$ cat src/rtl/reorder_pkg.sv
package reorder_pkg;

  // Fixed field widths of the control-to-datapath strobe; they cover any
  // practical pipeline count and delay-line depth.
  localparam int ORIGIN_W = 8;
  localparam int SLOT_W   = 16;

  // Bit position of the visited map inside the state word.
  localparam int VISIT_LSB = 3;

  typedef struct packed {
    logic                write;
    logic [ORIGIN_W-1:0] origin;
    logic [SLOT_W-1:0]   slot;
  } laneStrobe_t;

  // Number of zero bits in the low `width` bits of visitMap (stages visited).
  function automatic int countVisited(input logic [31:0] visitMap, input int width);
    int hits;
    hits = 0;
    for (int b = 0; b < 32; b++) begin
      if (b < width && !visitMap[b]) hits++;
    end
    return hits;
  endfunction

endpackage

$ cat src/rtl/reorder_ctrl.sv
module reorder_ctrl
  import reorder_pkg::*;
#(
  parameter int NUM_PIPES = 4,
  parameter int STAGE_LAT = 4,
  parameter int STATE_W   = NUM_PIPES + 4
) (
  input  logic [NUM_PIPES-1:0]         inValid,
  input  logic [NUM_PIPES*STATE_W-1:0] inState,
  output laneStrobe_t [NUM_PIPES-1:0]  strobes
);

  // One decoder per arrival channel: hop count -> origin port and slot.
  for (genvar c = 0; c < NUM_PIPES; c++) begin : g_lane
    logic [31:0] visitMap;
    int          hops;

    always_comb begin
      visitMap = 32'(inState[c*STATE_W + VISIT_LSB +: NUM_PIPES]);
      hops     = countVisited(visitMap, NUM_PIPES);
      strobes[c].write  = inValid[c] && (hops != 0);
      strobes[c].origin = ORIGIN_W'((c + NUM_PIPES + 1 - hops) % NUM_PIPES);
      strobes[c].slot   = SLOT_W'((NUM_PIPES - hops) * STAGE_LAT);
    end
  end

endmodule

$ cat src/rtl/reorder_datapath.sv
module reorder_datapath
  import reorder_pkg::*;
#(
  parameter int NUM_PIPES = 4,
  parameter int STAGE_LAT = 4,
  parameter int KEY_W     = 16,
  parameter int VAL_W     = 16,
  parameter int STATE_W   = NUM_PIPES + 4
) (
  input  logic                         clk,
  input  logic                         rst_n,
  input  laneStrobe_t [NUM_PIPES-1:0]  strobes,
  input  logic [NUM_PIPES*KEY_W-1:0]   inKey,
  input  logic [NUM_PIPES*VAL_W-1:0]   inValue,
  input  logic [NUM_PIPES*STATE_W-1:0] inState,
  output logic [NUM_PIPES-1:0]         outValid,
  output logic [NUM_PIPES*KEY_W-1:0]   outKey,
  output logic [NUM_PIPES*VAL_W-1:0]   outValue,
  output logic [NUM_PIPES*STATE_W-1:0] outState
);

  // Slot 0 drives the port; slot i reaches the port after i more edges.
  localparam int DEPTH = (NUM_PIPES - 1) * STAGE_LAT + 1;

  for (genvar p = 0; p < NUM_PIPES; p++) begin : g_port
    logic [DEPTH-1:0]   slotValid;
    logic [KEY_W-1:0]   slotKey   [DEPTH];
    logic [VAL_W-1:0]   slotValue [DEPTH];
    logic [STATE_W-1:0] slotState [DEPTH];

    always_ff @(posedge clk) begin
      if (!rst_n) begin
        slotValid <= '0;
      end else begin
        slotValid <= {1'b0, slotValid[DEPTH-1:1]};
        for (int i = 0; i < DEPTH - 1; i++) begin
          slotKey[i]   <= slotKey[i+1];
          slotValue[i] <= slotValue[i+1];
          slotState[i] <= slotState[i+1];
        end
        for (int ch = 0; ch < NUM_PIPES; ch++) begin
          for (int i = 0; i < DEPTH; i++) begin
            if (strobes[ch].write && strobes[ch].origin == ORIGIN_W'(p)
                && strobes[ch].slot == SLOT_W'(i)) begin
              slotValid[i] <= 1'b1;
              slotKey[i]   <= inKey[ch*KEY_W +: KEY_W];
              slotValue[i] <= inValue[ch*VAL_W +: VAL_W];
              slotState[i] <= inState[ch*STATE_W +: STATE_W];
            end
          end
        end
      end
    end

    assign outValid[p]                    = slotValid[0];
    assign outKey[p*KEY_W +: KEY_W]       = slotKey[0];
    assign outValue[p*VAL_W +: VAL_W]     = slotValue[0];
    assign outState[p*STATE_W +: STATE_W] = slotState[0];
  end

endmodule

$ cat src/rtl/reorder_unit.sv
module reorder_unit
  import reorder_pkg::*;
#(
  parameter int NUM_PIPES = 4,
  parameter int STAGE_LAT = 4,
  parameter int KEY_W     = 16,
  parameter int VAL_W     = 16,
  localparam int STATE_W  = NUM_PIPES + 4
) (
  input  logic                         clk,
  input  logic                         rst_n,
  input  logic [NUM_PIPES-1:0]         inValid,
  input  logic [NUM_PIPES*KEY_W-1:0]   inKey,
  input  logic [NUM_PIPES*VAL_W-1:0]   inValue,
  input  logic [NUM_PIPES*STATE_W-1:0] inState,
  output logic [NUM_PIPES-1:0]         outValid,
  output logic [NUM_PIPES*KEY_W-1:0]   outKey,
  output logic [NUM_PIPES*VAL_W-1:0]   outValue,
  output logic [NUM_PIPES*STATE_W-1:0] outState
);

  laneStrobe_t [NUM_PIPES-1:0] laneStrobes;

  reorder_ctrl #(
    .NUM_PIPES(NUM_PIPES), .STAGE_LAT(STAGE_LAT), .STATE_W(STATE_W)
  ) ctrl_i (
    .inValid(inValid), .inState(inState), .strobes(laneStrobes)
  );

  reorder_datapath #(
    .NUM_PIPES(NUM_PIPES), .STAGE_LAT(STAGE_LAT),
    .KEY_W(KEY_W), .VAL_W(VAL_W), .STATE_W(STATE_W)
  ) dp_i (
    .clk(clk), .rst_n(rst_n), .strobes(laneStrobes),
    .inKey(inKey), .inValue(inValue), .inState(inState),
    .outValid(outValid), .outKey(outKey), .outValue(outValue), .outState(outState)
  );

endmodule

$ cat config.mk
export PLATFORM = sky130hd
export DESIGN_NAME = reorder_unit
export DESIGN_NICKNAME = d
export VERILOG_FILES = /design/src/rtl/reorder_pkg.sv /design/src/rtl/reorder_ctrl.sv /design/src/rtl/reorder_datapath.sv /design/src/rtl/reorder_unit.sv
export SDC_FILE = /design/constraint.sdc
export NUM_CORES = 1
export LEC_CHECK = 0
export BUFFER_PORTS_ARGS = -buffer_cell sky130_fd_sc_hd__buf_2
export CAP_MARGIN = 10
export CORE_MARGIN = 3
export CORE_UTILIZATION = 23
export DETAILED_ROUTE_END_ITERATION = 12
export GPL_ROUTABILITY_DRIVEN = 0
export MAX_ROUTING_LAYER = met4
export PLACE_DENSITY = 0.36
export SYNTH_ARGS = -nofsm -noshare
export SYNTH_HDL_FRONTEND = slang
export SYNTH_SLANG_ARGS = --single-unit
$ cat constraint.sdc
create_clock -name clk -period 20.5 [get_ports clk]
set_clock_uncertainty 0.05 [all_clocks]
set_input_delay 1.025 -clock clk [delete_from_list [all_inputs] [get_ports clk]]
set_output_delay 1.025 -clock clk [all_outputs]
set_load 0.02 [all_outputs]
### Word level (Yosys, flattened, before mapping)

Memory sizes are Yosys's and may differ from the RTL's.
Index checks and enable logic that the tools add are counted.

* register bits after elaboration: 52
* RAM bits: 2080
* bits of input ports: 166
* output and inout port bits: 164
* word-level logic and storage cells: 793
* memories: 12

Memories
* dp_i.g_port[0].slotKey: depth 13, bits a word 16, rd ports 13, clocked after Yosys merged registers in 0, wr ports 13, line reorder_datapath.sv:27 `logic [KEY_W-1:0] slotKey [DEPTH];`
* dp_i.g_port[0].slotValue: depth 13, bits a word 16, rd ports 13, clocked after Yosys merged registers in 0, wr ports 13, line reorder_datapath.sv:28 `logic [VAL_W-1:0] slotValue [DEPTH];`
* dp_i.g_port[1].slotKey: depth 13, bits a word 16, rd ports 13, clocked after Yosys merged registers in 0, wr ports 13, line reorder_datapath.sv:27
* dp_i.g_port[1].slotValue: depth 13, bits a word 16, rd ports 13, clocked after Yosys merged registers in 0, wr ports 13, line reorder_datapath.sv:28
* dp_i.g_port[2].slotKey: depth 13, bits a word 16, rd ports 13, clocked after Yosys merged registers in 0, wr ports 13, line reorder_datapath.sv:27
* dp_i.g_port[2].slotValue: depth 13, bits a word 16, rd ports 13, clocked after Yosys merged registers in 0, wr ports 13, line reorder_datapath.sv:28
* 6 more memories

* add/sub/neg operators: 20
* eq/ne operators: 24
* mux-type cells: 449
* bitwise logic cells: 184
* reduce and logical (&&, ||, !) cells: 100

Operators by type and width (count)
* $mux 16: 120
* $mux 8: 60
* $add 32x2->32 const B: 12
* $mux 32: 12
* $mux 1: 257
* $or 1x1->1: 180
* $reduce_bool 32->1: 4
* $eq 14x2->1 const B: 8
* $sub 4x32->32 const A: 3
* $logic_and 1x1->1: 84
* $eq 8x2->1 const B: 8
* $logic_not 16->1: 4
* $eq 14x1->1 const B: 4
* $sub 4x14->14 const A: 4
* $eq 8x1->1 const B: 4
* $logic_not 8->1: 4
* $sub 5x32->32 const A: 1
* $reduce_or 2->1: 4
* $and 1x1->1: 4

### Logic depth before layout (Yosys ltp)

* word-level depth: 20
* depth in mapped cells: 15
* depth with buffers taken out: 14

### Modules after synthesis

Synthesis repeated with hierarchy kept, for this count alone.

* cell total of the unflattened synthesis: 17525
* area total of the unflattened synthesis: 153243.2 um2

By module, submodules not included
* reorder_datapath: times used 1, cells each 17327, area each 151693.0 um2, seq. area each 63500.9 um2
* reorder_ctrl: times used 1, cells each 198, area each 1550.2 um2, seq. area each 0.0 um2

### Worst setup path after synthesis

OpenSTA, ideal clock, no wires.

* kind: input to register
* start: input port inState[3]
* end: memory dp_i.g_port[0].slotKey[12][0], enable pin
* data arrival time: 6.987 ns
* data required time: 19.912 ns
* path slack: 12.925 ns
* stages on the path: 11
* path buffers: 0
* cell sequence: inv_1 -> ha_1 -> xnor2_1 -> ha_1 -> or3_1 -> o21ai_0 -> o21ai_0 -> nand2_1 -> ha_1 -> and4b_1 -> nor4bb_1

RTL lines
* from (decl): line reorder_unit.sv:15 `input logic [NUM_PIPES*STATE_W-1:0] inState,`
* to (decl): line reorder_datapath.sv:27

==> impl_metrics.sql <==
INSERT INTO impl_metrics (metric_group, metric, value, unit) VALUES
('status', 'outcome', 'finished clean', ''),
('sta', 'finalHoldViolCount', '0', ''),
('global_routing', 'globalRouteOverflowTotal', '0', ''),
('setup_path', 'critical_path.startpoint', 'rst_n', ''),
('setup_path', 'timing.critical_path.slowest_stage_cell', 'sky130_fd_sc_hd__buf_4', ''),
('sta', 'max_slew_margin', '0.261', ''),
('yosys', 'yosys_warnings', '0', ''),
('layout', 'multi_input_comb_area', '8550', 'sq um'),
('pwr', 'clock_power_share', '0.435', ''),
('routing', 'drt_pass1_iterations', '7', ''),
('yosys', 'most_used_dff_post_synth', 'sky130_fd_sc_hd__edfxtp_1', ''),
('sta', 'worstMarginPinSlew', '1.11', 'ns'),
('routing', 'drt_first_iter_violations', '2680', ''),
('setup_path', 'critPathCapture', 'dp_i.g_port[2].slotKey[4][8]', ''),
('setup_path', 'crit_top_cell', 'sky130_fd_sc_hd__buf_4', ''),
('cts', 'cts_max_path_buffers', '4', ''),
('routing', 'detail-route-antenna-nets', '0', ''),
('floorplan', 'die_w', '569', 'um'),
('global_routing', 'grt_max_degree', '166', ''),
('yosys', 'number_of_enable_type_register_cells_in_the_synthesized_netlist', '2080', ''),
('global_routing', 'via_count_of_the_first_global_routing_pass', '30368', ''),
('setup_path', 'cp_data_required_time', '20.91', 'ns'),
('setup_path', 'timing.rr.end', 'dp_i.g_port[2].slotKey[0][12]', ''),
('layout', 'n_fill_cell', '31192', ''),
('sta', 'period_share', '0.266', ''),
('setup_path', 'r2r.worst_path.cells', '1', ''),
('setup_path', 'path_class', 'in -> reg', ''),
('cts', 'tritoncts.num_buffers', '239', ''),
('global_routing', 'grt_pass1_wl', '231', 'mm'),
('yosys', 'yosys.cell_types.count', '64', ''),
('yosys', 'synthesis.area', '72900', 'sq um'),
('global_routing', 'global_route.usage.total', '0.102', ''),
('setup_path', 'cp_cell_sequence', 'buf_12, buf_12, buf_4, buf_4, buf_4, buf_4', ''),
('pwr', 'totalPowerFinal', '9.56', 'mW'),
('setup_path', 'worst-r2r-setup-slack', '19.40', 'ns'),
('pwr', 'internal_power', '7.54', 'mW'),
('setup_path', 'crit_path_start_kind', 'primary input', ''),
('cts', 'h-tree-depth', '4', ''),
('sta', 'fmaxAchievable', '0.183', 'GHz'),
('pwr', 'total_switching_power', '2.02', 'mW'),
('yosys', 'postSynthAreaPerCell', '23.7', 'sq um'),
('setup_path', 'cp_slowest_stage_delay', '0.93', 'ns'),
('sta', 'setup_viol', '0', ''),
('layout', 'final_common_cell', 'sky130_fd_sc_hd__edfxtp_1', ''),
('sta', 'grt_setup_unrepaired', 'no', ''),
('pwr', 'static-leakage-power', '29.0', 'nW'),
('cts', 'clkSlewWorstSetupHoldPaths', '0.06', 'ns'),
('cts', 'worstSkewPairLatency', '0.89', 'ns'),
('hold_path', 'hp-class', 'reg -> reg', ''),
('cts', 'post_cts_buffers', '0', ''),
('sta', 'layout_min_cycle_time', '5.46', 'ns'),
('setup_path', 'path_max_fanout', '165', ''),
('yosys', 'async_reset_ff_frac', '0', ''),
('placement', 'io_buffer_count', '329', ''),
('layout', 'finish.utilization', '0.276', ''),
('cts', 'cts_root_buffer', 'sky130_fd_sc_hd__clkbuf_16', ''),
('layout', 'areaGrowthSynthToFinish', '19.4', '%'),
('floorplan', 'die_h', '569', 'um'),
('yosys', 'post_synth_inst_count', '3079', ''),
('sta', 'timing.final.max_slew_violations', '0', ''),
('layout', 'area.sequential', '63500', 'sq um'),
('routing', 'detailroute.via_count', '30108', ''),
('routing', 'post_drt_wl_per_cell', '20.7', 'um'),
('routing', 'post_drt_via_cell_ratio', '3.80', ''),
('routing', 'route.final.wire_length', '164', 'mm'),
('cts', 'clock_tree_from_tritoncts', 'yes', ''),
('layout', 'layout-drive-gt1-share', '0.343', ''),
('global_routing', 'grt_antenna_before_repair', '37', ''),
('floorplan', 'ioPinCount', '330', ''),
('setup_path', 'crit_arrival', '5.87', 'ns'),
('job', 'maxCapViolations', '0', '');
-- worst max-delay path: cells and delay by family --
kind                   cells  cell delay (ns)
buffers and inverters      6             4.21
-- logic make-up (layout without fill, tap and decap cells) --
family | after synthesis | count (layout) | synth area share
multiplexers | 600 | 600 | 0.0941
XOR/XNOR | 12 | 12 | 0.00196
flip-flops | 2132 | 2132 | 0.872
other | 1 | 15 | 0.0000515
buffers and inverters | 156 | 836 | 0.0126
adder cells (fa/ha/maj) | 16 | 16 | 0.00275
AND/OR/NAND/NOR | 113 | 113 | 0.0110
AO/OA/AOI/OAI | 49 | 49 | 0.00603
-- per-stage QoR --
step	hold WS (ns)	setup WS, ns	instance area, sq um
2_1_floorplan	0.350	12.93	72900
3_3_place_gp	0.350	14.21	79400
3_5_place_dp	0.355	14.08	79400
4_1_cts	0.313	15.08	87000
5_1_grt	0.326	14.70	87000
6_report	0.316	15.04	87000
-- worst min-delay path by stage --
stage	cells past startpoint	startpoint	end
3_5_place_dp	0	dp_i.g_port[0].slotKey[3][9]	dp_i.g_port[0].slotKey[2][9]
5_1_grt	0	dp_i.g_port[3].slotValue[6][7]	dp_i.g_port[3].slotValue[5][7]
2_1_floorplan	0	dp_i.g_port[0].slotKey[11][0]	dp_i.g_port[0].slotKey[10][0]
6_report	0	dp_i.g_port[2].slotValue[11][1]	dp_i.g_port[2].slotValue[10][1]
3_3_place_gp	0	dp_i.g_port[0].slotKey[12][3]	dp_i.g_port[0].slotKey[11][3]
4_1_cts	0	dp_i.g_port[1].slotState[7][1]	dp_i.g_port[1].slotState[6][1]
-- synthesized netlist by cell type, drive strengths merged (4+ instances only) --
cell / count / share of area
a211oi: 6 / 0.00082
a21o: 5 / 0.00052
a311oi: 6 / 0.00096
and2: 39 / 0.0033
and3b: 4 / 0.00048
and4b: 4 / 0.00055
buf: 78 / 0.0085
clkbuf: 61 / 0.0031
dfxtp: 52 / 0.014
edfxtp: 2080 / 0.86
ha: 16 / 0.0027
inv: 15 / 0.00077
mux2: 592 / 0.093
mux2i: 8 / 0.0011
nand2: 11 / 0.00057
nand2b: 8 / 0.00069
nand3b: 9 / 0.00093
nor2b: 8 / 0.00069
nor3b: 9 / 0.0010
nor4bb: 4 / 0.00055
o21a: 6 / 0.00062
o21ai: 7 / 0.00048
xnor2: 8 / 0.0013
-- layer usage --
metal / wire, um / vias up / track usage
met2: 74000 / 682 / 0.149
met3: 7350 / 270 / 0.0193
met5: 0 / - / -
li1: - / 13261 / -
met4: 3730 / 0 / 0.0275
met1: 79100 / 15895 / 0.143
-- flip-flops by register name, summed over array words and instances (netlist names) --
| name | cells |
|---|---|
| dp_i.g_port.slotKey | 832 |
| dp_i.g_port.slotValid | 52 |
| dp_i.g_port.slotValue | 832 |
| dp_i.g_port.slotState | 416 |
-- power by group through the flow --
stage | Sequential (mW) | Combinational [mW] | Clock, mW
2_1_floorplan | 5.18 | 0.124 | 0
3_3_place_gp | 5.19 | 0.320 | 0
3_5_place_dp | 5.19 | 0.324 | 0
4_1_cts | 5.10 | 0.325 | 4.34
5_1_grt | 5.11 | 0.343 | 4.52
6_report | 5.09 | 0.312 | 4.15
-- final cells by class --
class                           instances  area share
Inverter                               17    0.000848
Multi-Input combinational cell        794      0.0982
Clock buffer                          303      0.0723
Sequential cell                      2132       0.730
Antenna cell                           11    0.000316
Clock inverter                        129      0.0145
Tap cell                             4160      0.0598
Timing Repair Buffer                  387      0.0242
Note: power is estimated with default switching activity, not from simulation.
